==> config.mk <==
export PLATFORM = sky130hd
export DESIGN_NAME = wcs_reporter
export DESIGN_NICKNAME = d
export VERILOG_FILES = /design/src/rtl/wcs_pkg.sv /design/src/rtl/wcs_busy_timer.sv /design/src/rtl/wcs_toggle.sv /design/src/rtl/wcs_read_mux.sv /design/src/rtl/wcs_reporter.sv
export SDC_FILE = /design/constraint.sdc
export NUM_CORES = 1
export LEC_CHECK = 0
export BUFFER_PORTS_ARGS = -buffer_cell sky130_fd_sc_hd__buf_4
export CAP_MARGIN = 20
export CORE_UTILIZATION = 35
export CTS_CLUSTER_DIAMETER = 200
export CTS_CLUSTER_SIZE = 14
export DETAILED_ROUTE_END_ITERATION = 10
export SLEW_MARGIN = 20
export SYNTH_ARGS = -nofsm -noshare
export SYNTH_HDL_FRONTEND = slang
export SYNTH_SLANG_ARGS = --single-unit
==> constraint.sdc <==
create_clock -name clk -period 2.8 [get_ports clk]
set_input_delay 0.42 -clock clk [delete_from_list [all_inputs] [get_ports clk]]
set_output_delay 0.42 -clock clk [all_outputs]
set_load 0.01 [all_outputs]
==> src/rtl/wcs_pkg.sv <==
package wcs_pkg;

  typedef enum logic [1:0] {
    OP_PROG  = 2'b00,
    OP_SECT  = 2'b01,
    OP_CHIP  = 2'b10,
    OP_CHIPX = 2'b11
  } op_e;

  // polarity flag shown in bit 7 while an operation runs
  function automatic logic poll_bit(input logic [1:0] op, input logic d7);
    return (op == OP_PROG) ? ~d7 : 1'b0;
  endfunction

  // status byte while busy: flag, toggle, then low array bits
  function automatic logic [7:0] busy_byte(input logic flag, input logic tog,
                                           input logic [7:0] arr);
    return {flag, tog, arr[5:0]};
  endfunction

  // byte while settling: true top bit, frozen toggle, low array bits
  function automatic logic [7:0] settle_byte(input logic tog, input logic [7:0] arr);
    return {arr[7], tog, arr[5:0]};
  endfunction

endpackage

==> src/rtl/wcs_busy_timer.sv <==
module wcs_busy_timer #(
  parameter int CNT_W      = 8,
  parameter int SETTLE_CYC = 4
) (
  input  logic             clk,
  input  logic             rst_n,
  input  logic             load_i,
  input  logic [CNT_W-1:0] dur_i,
  output logic             busy_o,
  output logic             settle_o,
  output logic             done_o
);
  localparam int SW = (SETTLE_CYC > 1) ? $clog2(SETTLE_CYC) : 1;

  logic [CNT_W-1:0] cnt_q;
  logic             busy_q;

  assign done_o = busy_q && (cnt_q == '0);
  assign busy_o = busy_q;

  always_ff @(posedge clk) begin
    if (!rst_n) begin
      busy_q <= 1'b0;
      cnt_q  <= '0;
    end else if (load_i) begin
      busy_q <= 1'b1;
      cnt_q  <= dur_i - 1'b1;
    end else if (busy_q) begin
      if (done_o) busy_q <= 1'b0;
      else        cnt_q  <= cnt_q - 1'b1;
    end
  end

  generate
    if (SETTLE_CYC > 0) begin : g_settle
      logic          set_q;
      logic [SW-1:0] scnt_q;
      always_ff @(posedge clk) begin
        if (!rst_n) begin
          set_q  <= 1'b0;
          scnt_q <= '0;
        end else if (load_i) begin
          set_q  <= 1'b0;
        end else if (done_o) begin
          set_q  <= 1'b1;
          scnt_q <= SW'(SETTLE_CYC - 1);
        end else if (set_q) begin
          if (scnt_q == '0) set_q  <= 1'b0;
          else              scnt_q <= scnt_q - 1'b1;
        end
      end
      assign settle_o = set_q;
    end else begin : g_nosettle
      assign settle_o = 1'b0;
    end
  endgenerate

endmodule

==> src/rtl/wcs_toggle.sv <==
module wcs_toggle (
  input  logic clk,
  input  logic rst_n,
  input  logic restart_i,
  input  logic step_i,
  output logic tog_o
);
  always_ff @(posedge clk) begin
    if (!rst_n)         tog_o <= 1'b1;
    else if (restart_i) tog_o <= 1'b1;
    else if (step_i)    tog_o <= ~tog_o;
  end
endmodule

==> src/rtl/wcs_read_mux.sv <==
module wcs_read_mux
  import wcs_pkg::*;
(
  input  logic       clk,
  input  logic       rst_n,
  input  logic       rd_i,
  input  logic       busy_i,
  input  logic       settle_i,
  input  logic       flag_i,
  input  logic       tog_i,
  input  logic [7:0] array_i,
  output logic [7:0] rdata_o
);
  logic [7:0] next_byte;

  always_comb begin
    if (busy_i)        next_byte = busy_byte(flag_i, tog_i, array_i);
    else if (settle_i) next_byte = settle_byte(tog_i, array_i);
    else               next_byte = array_i;
  end

  always_ff @(posedge clk) begin
    if (!rst_n)    rdata_o <= 8'h00;
    else if (rd_i) rdata_o <= next_byte;
  end
endmodule

==> src/rtl/wcs_reporter.sv <==
module wcs_reporter
  import wcs_pkg::*;
#(
  parameter int PROG_CYC   = 1000,
  parameter int SECT_CYC   = 1250000,
  parameter int CHIP_CYC   = 5000000,
  parameter int SETTLE_CYC = 50
) (
  input  logic       clk,
  input  logic       rst_n,
  input  logic       start_i,
  input  logic [1:0] op_i,
  input  logic [7:0] wdata_i,
  input  logic       rd_i,
  input  logic [7:0] array_i,
  output logic [7:0] rdata_o,
  output logic       busy_o
);
  localparam int MAX_ER  = (SECT_CYC > CHIP_CYC) ? SECT_CYC : CHIP_CYC;
  localparam int MAX_CYC = (PROG_CYC > MAX_ER) ? PROG_CYC : MAX_ER;
  localparam int CNT_W   = $clog2(MAX_CYC + 1);
  localparam logic [CNT_W-1:0] D_PROG = CNT_W'(PROG_CYC);
  localparam logic [CNT_W-1:0] D_SECT = CNT_W'(SECT_CYC);
  localparam logic [CNT_W-1:0] D_CHIP = CNT_W'(CHIP_CYC);

  // named events for the checker
  logic             accept_start;
  logic             read_step;
  logic [1:0]       run_op;
  logic             run_d7;
  logic             settle;
  logic             tog_q;
  logic             op_done;
  logic [CNT_W-1:0] dur_sel;
  wire              unused_wdata = ^wdata_i[6:0];

  assign accept_start = start_i && !busy_o;
  assign read_step    = rd_i && busy_o;

  always_comb begin
    case (op_i)
      OP_PROG: dur_sel = D_PROG;
      OP_SECT: dur_sel = D_SECT;
      default: dur_sel = D_CHIP;
    endcase
  end

  always_ff @(posedge clk) begin
    if (!rst_n) begin
      run_op <= OP_PROG;
      run_d7 <= 1'b0;
    end else if (accept_start) begin
      run_op <= op_i;
      run_d7 <= wdata_i[7];
    end
  end

  wcs_busy_timer #(.CNT_W(CNT_W), .SETTLE_CYC(SETTLE_CYC)) u_timer (
    .clk      (clk),
    .rst_n    (rst_n),
    .load_i   (accept_start),
    .dur_i    (dur_sel),
    .busy_o   (busy_o),
    .settle_o (settle),
    .done_o   (op_done)
  );

  wcs_toggle u_tog (
    .clk       (clk),
    .rst_n     (rst_n),
    .restart_i (accept_start),
    .step_i    (read_step),
    .tog_o     (tog_q)
  );

  wcs_read_mux u_mux (
    .clk      (clk),
    .rst_n    (rst_n),
    .rd_i     (rd_i),
    .busy_i   (busy_o),
    .settle_i (settle),
    .flag_i   (poll_bit(run_op, run_d7)),
    .tog_i    (tog_q),
    .array_i  (array_i),
    .rdata_o  (rdata_o)
  );

endmodule

==> out/qor.csv, run 1 <==
stage,metric,value,unit
place,place_congestion,0.8838,
die,rows,29,
timing,rsz0062_at_grt,no,
critical_path,worstPathMaxFanout,10,
timing,slew_violations,0,
timing,setup_viol,0,
synthesis,syn_inst,297,
power_and_ir_drop,peakVddDrop,0.2453,mV
drt,drt-pass1-iter-count,4,
finish,multi_input_area,0.001436,mm²
critical_path,crit_chain,nand2b_1 > nand2_1 > ha_1 > nor4b_4 > nand3_1 > or4_1 > a31oi_1,
synthesis,async_reset_ff_share,0,%
drt,via_count,2345,
critical_path,rrSetupSlack,0.43,ns
synthesis,synth_flop_cell,dfxtp_1,
die,die_y,85.15,µm
hold_path,hold_class,in2reg,
critical_path,critical_path_class,reg2reg,
synthesis,ys_ff_latch,43,
global_route,grt_max_degree,25,
die,start_util,37.26,%
synthesis,yosysWarnings,0,
critical_path,crit_slowest_cell,or4_1,
synthesis,synth_top_area_cell,dfxtp_1,
global_route,grt_pass1_vias,2111,
power_and_ir_drop,power.density,605.3,mW/mm²
finish,area_growth,15.41,%
global_route,use_met1,25.42,%
synthesis,syn_avg_cell_area,8.148,µm²
critical_path,slowest_delay,0.49,ns
finish,final_cell_mix,"dfxtp_1 (43), nor2_1 (31), buf_4 (31)",
timing,finalWorstSetupSlack,0.4314,ns
drt,vias_per_cell,5.952,
die,die_width,85.15,µm
synthesis,yosysTopAreaCellShare,35.57,%
global_route,antenna_found_initial,0,
global_route,grt_pass1_wl,10680,µm
critical_path,critPathBufInv,0,
place,dp_hpwl,4494,µm
place,place_ws,0.4627,ns
run_status,status,"finished, final reports clean",
global_route,met3_usage,2.724,%
timing,tightest_slew,0.8777,ns
global_route,grt_usage,18.50,%
synthesis,netlist_top_cells_area,"dfxtp_1 (36%), nor2_1 (4.8%), a21oi_1 (4.6%)",
clocking,cts.repair.resized,0,
timing,period_needed,2.369,ns
finish,nets,341,
clocking,hold_buffers,0,
finish,fillers,665,
synthesis,yosysUniqueCellTypes,54,
synthesis,syn_nets,322,
critical_path,cp-start-kind,flip-flop,
drt,wirelength,6423,µm
critical_path,crit_family,simple AND/OR/NAND/NOR gates,
critical_path,crit_path_end_kind,flip-flop,
finish,diodes,0,
synthesis,ys_seq_area_share,35.57,%
clocking,clock_latency,0.30,ns
drt,first_iter_violations,199,
flow_run,maxCapViolCount,0,
timing,fmax,0.4222,GHz
clocking,cts_tree,done,
drt,drc,0,
global_route,busiest_layer,met2,
timing,finalClockSkew,0.005741,ns
place,io_buffers,23,
finish,final_common_cell,dfxtp_1,
die,dieArea,0.007251,mm²
clocking,clk_pin_slew,0.09,ns
global_route,grt.overflow.total,0,
clocking,cts_root_buf,clkbuf_8,
synthesis,synth_edf_count,0,
clocking,clock_sinks,43,
critical_path,worst-endpoint-arrival,2.60,ns
critical_path,cp.required,3.03,ns
die,core_area,0.006495,mm²
clocking,postCtsSetupBuffers,0,
power_and_ir_drop,leakagePower,1.063,nW
drt,avgRoutedWirePerCell,16.30,µm
clocking,ctsLongestPathBuffers,2,
timing,relSlewSlack,41.30,%
synthesis,syn_area,0.002420,mm²
clocking,numCtsBuffers,5,
finish,seq_area,860.8,µm²
timing,fin_setup_tns,0,ns
die,io_pins,31,
timing,hold_viol,0,
global_route,grtUsageMet2,29.84,%
timing,period_share,84.59,%
drt,drtAntennaViolNets,0,
clocking,h-tree-depth,2,
finish,drive_above_1_share,17.35,%
worst register-to-register path: stages, from the launching register on:
cell and delay, ns:
dfxtp_1 0.41, nand2b_1 0.23, nand2_1 0.10, ha_1 0.32, nor4b_4 0.46, nand3_1 0.15, or4_1 0.49, a31oi_1 0.13
registers in the layout, indices dropped and copies added (netlist names):
name,count
u_mux.rdata_o,8
u_timer.settle_o,1
run_d7,1
run_op,2
u_timer.g_settle.scnt_q,6
u_timer.cnt_q,23
u_timer.busy_o,1
u_tog.tog_o,1
metal layers:
metal / wire [µm] / up-vias
met5: 0 / -
met3: 288 / 7
li1: - / 1163
met4: 95 / 0
met1: 3029 / 1124
met2: 3009 / 51
final timing paths:
| path | startpoint | cells past startpoint | end |
|---|---|---|---|
| setup / recovery | u_timer.busy_o$_SDFF_PN0_ | 7 | u_timer.cnt_q[22]$_SDFFE_PN0P_ |
| hold / removal | array_i[0] | 3 | u_mux.rdata_o[0]$_SDFFE_PN0P_ |
| setup reg to reg | u_timer.busy_o$_SDFF_PN0_ | 7 | u_timer.cnt_q[22]$_SDFFE_PN0P_ |
| hold reg to reg | run_op[0]$_SDFFE_PN0P_ | 2 | run_op[0]$_SDFFE_PN0P_ |
layout make-up:
cell class              instances  share of cell area [%]
multi-input cells             226                   51.43
flip-flops and latches         43                   30.82
repair buffers                 31                   8.333
well taps                      77                   3.450
clock buffers                   6                   2.599
clock inverters                 2                   2.151
inverters                       9                   1.210
per-stage QoR:
| step | std cells | total power [mW] | instance area [µm²] | util (%) | hold slack (ns) |
|---|---|---|---|---|---|
| floorplan | 297 | 1.007 | 2420 | - | 0.4360 |
| global placement | 386 | 1.113 | 2660 | 40.96 | 0.4448 |
| detailed placement | 386 | 1.119 | 2660 | 40.96 | 0.4527 |
| CTS | 394 | 1.699 | 2793 | 43.00 | 0.3490 |
| global route | 394 | 1.784 | 2793 | 43.00 | 0.3517 |
| finish | 394 | 1.691 | 2793 | 43.00 | 0.3494 |
power breakdown:
| group | total [mW] | switching (mW) | internal (mW) | leakage [nW] |
|---|---|---|---|---|
| Combinational | 0.405 | 0.240 | 0.166 | 0.645 |
| Clock | 0.578 | 0.222 | 0.357 | 0.0654 |
| Sequential | 0.707 | 0.0499 | 0.657 | 0.353 |
| Total | 1.69 | 0.511 | 1.18 | 1.06 |
logic make-up after synthesis:
kind of cell               count (synthesis)  share of synthesized area, %
muxes                                      7                         2.896
buffers and inverters                     28                         5.171
DFF                                       43                         35.57
adders and majority gates                  3                         1.551
and+or+nand+nor                          122                         28.96
AOI/OAI and AO/OA                         94                         25.85
synthesized netlist by cell type (all sizes together), types with 6 or more instances:
cell type / instances
nand3: 8
inv: 9
nor2: 31
mux2i: 7
a21oi: 22
a31oi: 18
o21ai: 18
nor3: 17
or3: 6
buf: 9
dfxtp: 43
nand2: 21
clkbuf: 10
(Power assumes the default switching activity.)
==> inputs of run 2 (changes only) <==
==> constraint.sdc (replaced) <==
create_clock -name clk -period 2.2 [get_ports clk]
set_input_delay 0.33 -clock clk [delete_from_list [all_inputs] [get_ports clk]]
set_output_delay 0.33 -clock clk [all_outputs]
set_load 0.01 [all_outputs]
==> run 2 against run 1 <==
Net effect:
- the run now ends with setup timing left
- combinational power rose by 64%
- clock skew rose by 0.0029 ns
- first-iteration DRC count fell by 14%
- critical endpoint is now u_timer.cnt_q[20]$_SDFFE_PN0P_
==> out/qor.csv, run 2 (same netlist as run 1, synthesis figures left out) <==
stage,metric,value,unit,change
clocking,cts_root_buf,clkbuf_8,,unchanged
finish,top_regs,"u_timer.cnt_q x23, u_mux.rdata_o x8, u_timer.g_settle.scnt_q x6",,unchanged
die,rows,29,,unchanged
global_route,grt_pass1_vias,2302,,"was 2,111"
clocking,cts_tree,done,,unchanged
timing,fmax,0.4538,GHz,was 0.4222 GHz
timing,rsz0062_at_grt,yes,,was no
critical_path,critical_path_class,reg2reg,,unchanged
timing,relSlewSlack,63.73,%,was 41.30%
finish,drive_above_1_share,26.82,%,was 17.35%
timing,setup_viol,1,,was 0
global_route,grt.overflow.total,0,,unchanged
timing,hold_ws,0.2589,ns,was 0.3494 ns
finish,final_area,0.003059,mm²,was 0.002793 mm²
clocking,ctsLongestPathBuffers,2,,unchanged
flow_run,maxCapViolCount,0,,unchanged
timing,hold_viol,0,,unchanged
finish,final_common_cell,buf_4,,was dfxtp_1
die,dieArea,0.007251,mm²,unchanged
hold_path,hold_class,in2reg,,unchanged
place,place_congestion,0.9534,,was 0.8838
clocking,clock_latency,0.30,ns,about the same
die,io_pins,31,,unchanged
timing,finalWorstSetupSlack,-0.003829,ns,was 0.4314 ns
global_route,grt_usage,19.76,%,was 18.50%
drt,wirelength,6874,µm,was 6423 µm
drt,avgRoutedWirePerCell,16.37,µm,was 16.30 µm
drt,first_iter_violations,171,,was 199
critical_path,crit_path_end_kind,flip-flop,,unchanged
finish,area_growth,26.42,%,was 15.41%
timing,period_share,100.2,%,was 84.59%
place,io_buffers,23,,unchanged
timing,finalClockSkew,0.008593,ns,was 0.005741 ns
finish,fillers,650,,was 665
die,core_area,0.006495,mm²,unchanged
finish,utilization,47.10,%,was 43.00%
run_status,status,finished with violations,,"was finished, final reports clean"
finish,nets,367,,was 341
die,die_width,85.15,µm,unchanged
clocking,numCtsBuffers,5,,unchanged
finish,multi_input_area,0.001494,mm²,was 0.001436 mm²
power_and_ir_drop,leakagePower,1.212,nW,was 1.063 nW
timing,slew_violations,0,,unchanged
drt,via_count,2475,,"was 2,345"
clocking,h-tree-depth,2,,unchanged
die,die_y,85.15,µm,unchanged
timing,tightest_slew,0.5441,ns,was 0.8777 ns
power_and_ir_drop,power.density,714.5,mW/mm²,was 605.3 mW/mm²
global_route,antenna_found_initial,0,,unchanged
finish,largest_register_ffs,23,,unchanged
die,start_util,37.26,%,unchanged
finish,seq_area,864.6,µm²,was 860.8 µm²
critical_path,cp.required,2.42,ns,was 3.03 ns
timing,period_needed,2.204,ns,was 2.369 ns
place,dpl_cell_area,0.002889,mm²,was 0.002660 mm²
drt,drt-pass1-iter-count,5,,was 4
power_and_ir_drop,peakVddDrop,0.2380,mV,was 0.2453 mV
clocking,hold_buffers,0,,unchanged
critical_path,cp-start-kind,flip-flop,,unchanged
drt,drc,0,,unchanged
place,dp_hpwl,4867,µm,was 4494 µm
place,place_ws,0.004388,ns,was 0.4627 ns
finish,diodes,0,,unchanged
clocking,clk_pin_slew,0.09,ns,about the same
run_status,violations,setup timing,,
finish,regMostFlops,u_timer.cnt_q,,unchanged
drt,vias_per_cell,5.893,,was 5.952
global_route,grt_max_degree,24,,was 25
critical_path,worstPathMaxFanout,5,,was 10
finish,final_cell_mix,"buf_4 (52), dfxtp_1 (40), nor2_1 (31)",,"was dfxtp_1 (43), nor2_1 (31), buf_4 (31)"
clocking,clock_sinks,43,,unchanged
global_route,grt_pass1_wl,11360,µm,"was 10,680 µm"
critical_path,worst-endpoint-arrival,2.42,ns,was 2.60 ns
timing,fin_setup_tns,-0.003829,ns,was 0 ns
drt,drtAntennaViolNets,0,,unchanged
==> run 2: changes by cell type in the layout (fill, tap and decap cells not counted), moves of 2 or more <==
cell     before  now
dfxtp_2       0    3
buf_4        31   52
buf_6         0    2
dfxtp_1      43   40
nand2_1      21   18
nand2_2       0    2
buf_12        0    2
==> run 2: final timing paths <==
kind,startpoint,to,slack (ns),cells after the start
hold reg to reg,run_d7$_SDFFE_PN0P_,run_d7$_SDFFE_PN0P_,0.46,2
setup reg to reg,u_timer.cnt_q[8]$_SDFFE_PN0P_,u_timer.cnt_q[20]$_SDFFE_PN0P_,-0.004,7
setup / recovery,u_timer.cnt_q[8]$_SDFFE_PN0P_,u_timer.cnt_q[20]$_SDFFE_PN0P_,-0.004,7
hold / removal,array_i[0],u_mux.rdata_o[0]$_SDFFE_PN0P_,0.26,3
==> run 2: where the power goes <==
part / internal (mW) / leakage, nW / total [mW] / switching (mW)
combinational: 0.304 / 0.800 / 0.663 / 0.359
sequential: 0.838 / 0.354 / 0.888 / 0.0504
clock: 0.339 / 0.0581 / 0.635 / 0.296
==> run 2: repair_timing <==
item                                    4_1_cts  5_1_grt
pin swaps                                     0        4
endpoints found under the setup margin        4        4
resized for setup                             2        7
cloned                                        0        1
setup buffers                                 0        2
==> run 2: cell type report <==
type / count / share of cell area (%)
Inverter: 9 / 1.104
Timing Repair Buffer: 57 / 14.97
Clock buffer: 5 / 2.249
Tap cell: 77 / 3.149
Clock inverter: 3 / 1.431
Multi-Input combinational cell: 226 / 48.83
Sequential cell: 43 / 28.26
==> run 2: routing by layer <==
| layer | track usage [%] | up-vias | routed length, µm |
|---|---|---|---|
| met3 | 3.599 | 9 | 316 |
| met4 | 5.393 | 0 | 97 |
| met1 | 26.60 | 1181 | 3193 |
| li1 | - | 1218 | - |
| met5 | 0 | - | 0 |
| met2 | 32.48 | 67 | 3267 |
==> run 2: stage by stage <==
step	power [mW]	cells
floorplan	1.303	297
global placement	1.508	409
detailed placement	1.516	409
CTS	2.159	417
global route	2.303	420
finish	2.186	420
==> run 2: critical path, stage by stage, from the launching register on <==
cell and delay (ns):
dfxtp_2 0.32, or4_4 0.53, buf_6 0.14, nor3_4 0.19, buf_6 0.16, nand2_2 0.05
or4b_1 0.53, a31oi_1 0.19
==> inputs of run 3 (changes only) <==
--- a/config.mk
+++ b/config.mk
@@ -5,12 +5,14 @@
 export SDC_FILE = /design/constraint.sdc
 export NUM_CORES = 1
 export LEC_CHECK = 0
-export BUFFER_PORTS_ARGS = -buffer_cell sky130_fd_sc_hd__buf_4
 export CAP_MARGIN = 20
-export CORE_UTILIZATION = 35
+export CORE_MARGIN = 4
+export CORE_UTILIZATION = 63
 export CTS_CLUSTER_DIAMETER = 200
 export CTS_CLUSTER_SIZE = 14
 export DETAILED_ROUTE_END_ITERATION = 10
+export DONT_BUFFER_PORTS = 1
+export PLACE_DENSITY = 0.79
 export SLEW_MARGIN = 20
 export SYNTH_ARGS = -nofsm -noshare
 export SYNTH_HDL_FRONTEND = slang
==> run 3 against run 2 <==
Net effect:
- fmax is 0.99% higher
- largest power group unchanged
- critical path type unchanged
- global-route usage is 5.3 points higher
- flip-flop and latch count stayed put
- critical endpoint is now u_timer.g_settle.scnt_q[4]$_SDFFE_PN0P_
- the flow now finishes without violations
- clock power is 2% lower
==> out/qor.csv, run 3 (same netlist as run 1, synthesis figures left out) <==
stage,metric,value,unit,change
place,place_inst,357,,was 409
hold_path,hold_class,in2reg,,unchanged
finish,largest_register_ffs,23,,unchanged
drt,first_iter_violations,190,,was 171
drt,via_count,2469,,"was 2,475"
place,dp_hpwl,4417,µm,was 4867 µm
clocking,clock_sinks,43,,unchanged
timing,fin_setup_tns,0,ns,was -0.003829 ns
place,place_congestion,0.9663,,was 0.9534
finish,finalNonFillerCells,369,,was 420
timing,rsz0062_at_grt,yes,,unchanged
die,start_util,65.60,%,was 37.26%
clocking,ctsLongestPathBuffers,2,,unchanged
finish,final_area,0.002838,mm²,was 0.003059 mm²
critical_path,cp.required,2.40,ns,was 2.42 ns
die,io_pins,31,,unchanged
place,dpl_cell_area,0.002655,mm²,was 0.002889 mm²
timing,hold_viol,0,,unchanged
finish,top_regs,"u_timer.cnt_q x23, u_mux.rdata_o x8, u_timer.g_settle.scnt_q x6",,unchanged
timing,relSlewSlack,49.30,%,was 63.73%
die,die_width,69.98,µm,was 85.15 µm
critical_path,critPathMostFrequentCell,o31a_1,,was buf_6
finish,regMostFlops,u_timer.cnt_q,,unchanged
drt,drt-pass1-iter-count,4,,was 5
critical_path,crit_chain,or4_4 > or3_4 > o31a_1 > o31a_1 > o31a_1,,was or4_4 > buf_6 > nor3_4 > buf_6 > nand2_2 > or4b_1 > a31oi_1
critical_path,worstPathMaxFanout,3,,was 5
flow_run,maxCapViolCount,0,,unchanged
clocking,numCtsBuffers,5,,unchanged
die,rows,22,,was 29
finish,utilization,76.93,%,was 47.10%
timing,slew_violations,0,,unchanged
clocking,cts_tree,done,,unchanged
drt,vias_per_cell,6.691,,was 5.893
timing,period_share,99.19,%,was 100.2%
timing,period_needed,2.182,ns,was 2.204 ns
critical_path,slowest_delay,0.54,ns,was 0.53 ns
global_route,grt.overflow.total,0,,unchanged
clocking,cts_root_buf,clkbuf_8,,unchanged
global_route,grt_usage,25.02,%,was 19.76%
drt,avgRoutedWirePerCell,17.20,µm,was 16.37 µm
global_route,grt_pass1_vias,2135,,"was 2,302"
timing,fmax,0.4582,GHz,was 0.4538 GHz
place,io_buffers,0,,was 23
finish,seq_area,863.3,µm²,was 864.6 µm²
finish,final_cell_mix,"dfxtp_1 (41), buf_4 (33), nor2_1 (31)",,"was buf_4 (52), dfxtp_1 (40), nor2_1 (31)"
finish,fillers,267,,was 650
finish,drive_above_1_share,21.81,%,was 26.82%
drt,drtAntennaViolNets,0,,unchanged
global_route,antenna_found_initial,0,,unchanged
clocking,h-tree-depth,2,,unchanged
clocking,clk_pin_slew,0.09,ns,about the same
finish,final_common_cell,dfxtp_1,,was buf_4
critical_path,worst-endpoint-arrival,2.39,ns,was 2.42 ns
power_and_ir_drop,power.density,748.6,mW/mm²,was 714.5 mW/mm²
die,die_y,69.98,µm,was 85.15 µm
critical_path,crit_slowest_cell,or4_4,,unchanged
global_route,grt_max_degree,29,,was 24
drt,wirelength,6348,µm,was 6874 µm
finish,multi_input_area,0.001498,mm²,was 0.001494 mm²
power_and_ir_drop,peakVddDrop,0.4036,mV,was 0.2380 mV
timing,hold_ws,0.09375,ns,was 0.2589 ns
drt,drc,0,,unchanged
power_and_ir_drop,leakagePower,1.096,nW,was 1.212 nW
global_route,grt_pass1_wl,10020,µm,"was 11,360 µm"
finish,diodes,0,,unchanged
critical_path,crit_path_end_kind,flip-flop,,unchanged
critical_path,cp-start-kind,flip-flop,,unchanged
critical_path,critical_path_class,reg2reg,,unchanged
die,core_area,0.003689,mm²,was 0.006495 mm²
finish,area_growth,17.27,%,was 26.42%
die,dieArea,0.004897,mm²,was 0.007251 mm²
clocking,clock_latency,0.30,ns,about the same
timing,finalClockSkew,0.01261,ns,was 0.008593 ns
run_status,status,"finished, final reports clean",,was finished with violations
timing,tightest_slew,0.7571,ns,was 0.5441 ns
timing,setup_viol,0,,was 1
finish,nets,345,,was 367
[run 3: layout make-up]
| cell class | count | area share [%] |
|---|---|---|
| Timing Repair Buffer | 35 | 9.524 |
| Clock buffer | 5 | 2.425 |
| Inverter | 9 | 1.190 |
| Sequential cell | 43 | 30.42 |
| Tap cell | 48 | 2.116 |
| Clock inverter | 3 | 1.543 |
| Multi-Input combinational cell | 226 | 52.78 |
[run 3: worst paths after layout]
check                           slack, ns  cells after the start                     startpoint                                      end
worst min-delay path                 0.09                      1                          rst_n                 u_tog.tog_o$_SDFFE_PP1P_
worst max-delay path                 0.02                      5  u_timer.cnt_q[6]$_SDFFE_PN0P_  u_timer.g_settle.scnt_q[4]$_SDFFE_PN0P_
worst min register to register       0.47                      2  u_timer.cnt_q[3]$_SDFFE_PN0P_            u_timer.cnt_q[3]$_SDFFE_PN0P_
worst max register to register       0.02                      5  u_timer.cnt_q[6]$_SDFFE_PN0P_  u_timer.g_settle.scnt_q[4]$_SDFFE_PN0P_
[run 3: timing repair]
| action | in CTS | in global routing |
|---|---|---|
| gates resized for setup | 2 | 6 |
| hold endpoints to repair | 0 | 0 |
| setup buffers | 0 | 4 |
| endpoints found under the setup margin | 3 | 7 |
| hold buffers | 0 | 0 |
| pin swaps | 0 | 3 |
[run 3: where the power goes]
group | total, mW | internal [mW] | switching (mW)
clock | 0.624 | 0.338 | 0.286
sequential | 0.891 | 0.837 | 0.0540
combinational | 0.609 | 0.275 | 0.334
total | 2.12 | 1.45 | 0.674
[run 3: per-stage QoR]
step           worst slack (ns)  power (mW)
6_report                0.01775       2.124
5_1_grt                -0.04191       2.203
4_1_cts                 0.01561       2.078
3_5_place_dp           -0.01737       1.454
3_3_place_gp            0.01234       1.436
2_1_floorplan          -0.07890       1.303
[run 3: routing by layer]
layer / wire [µm] / up-vias / track usage (%) / share of wire, %
met4: 95 / 0 / 9.574 / 1.5
met3: 523 / 10 / 3.885 / 8.2
li1: - / 1183 / - / -
met1: 2761 / 1144 / 32.33 / 43
met2: 2968 / 132 / 41.76 / 47
met5: 0 / - / 0 / 0
[run 3: critical path, delay by kind of cell (launching register included)]
kind            cells  cell delay (ns)
flops               1             0.32
simple gates        2             0.92
compound gates      3             0.86
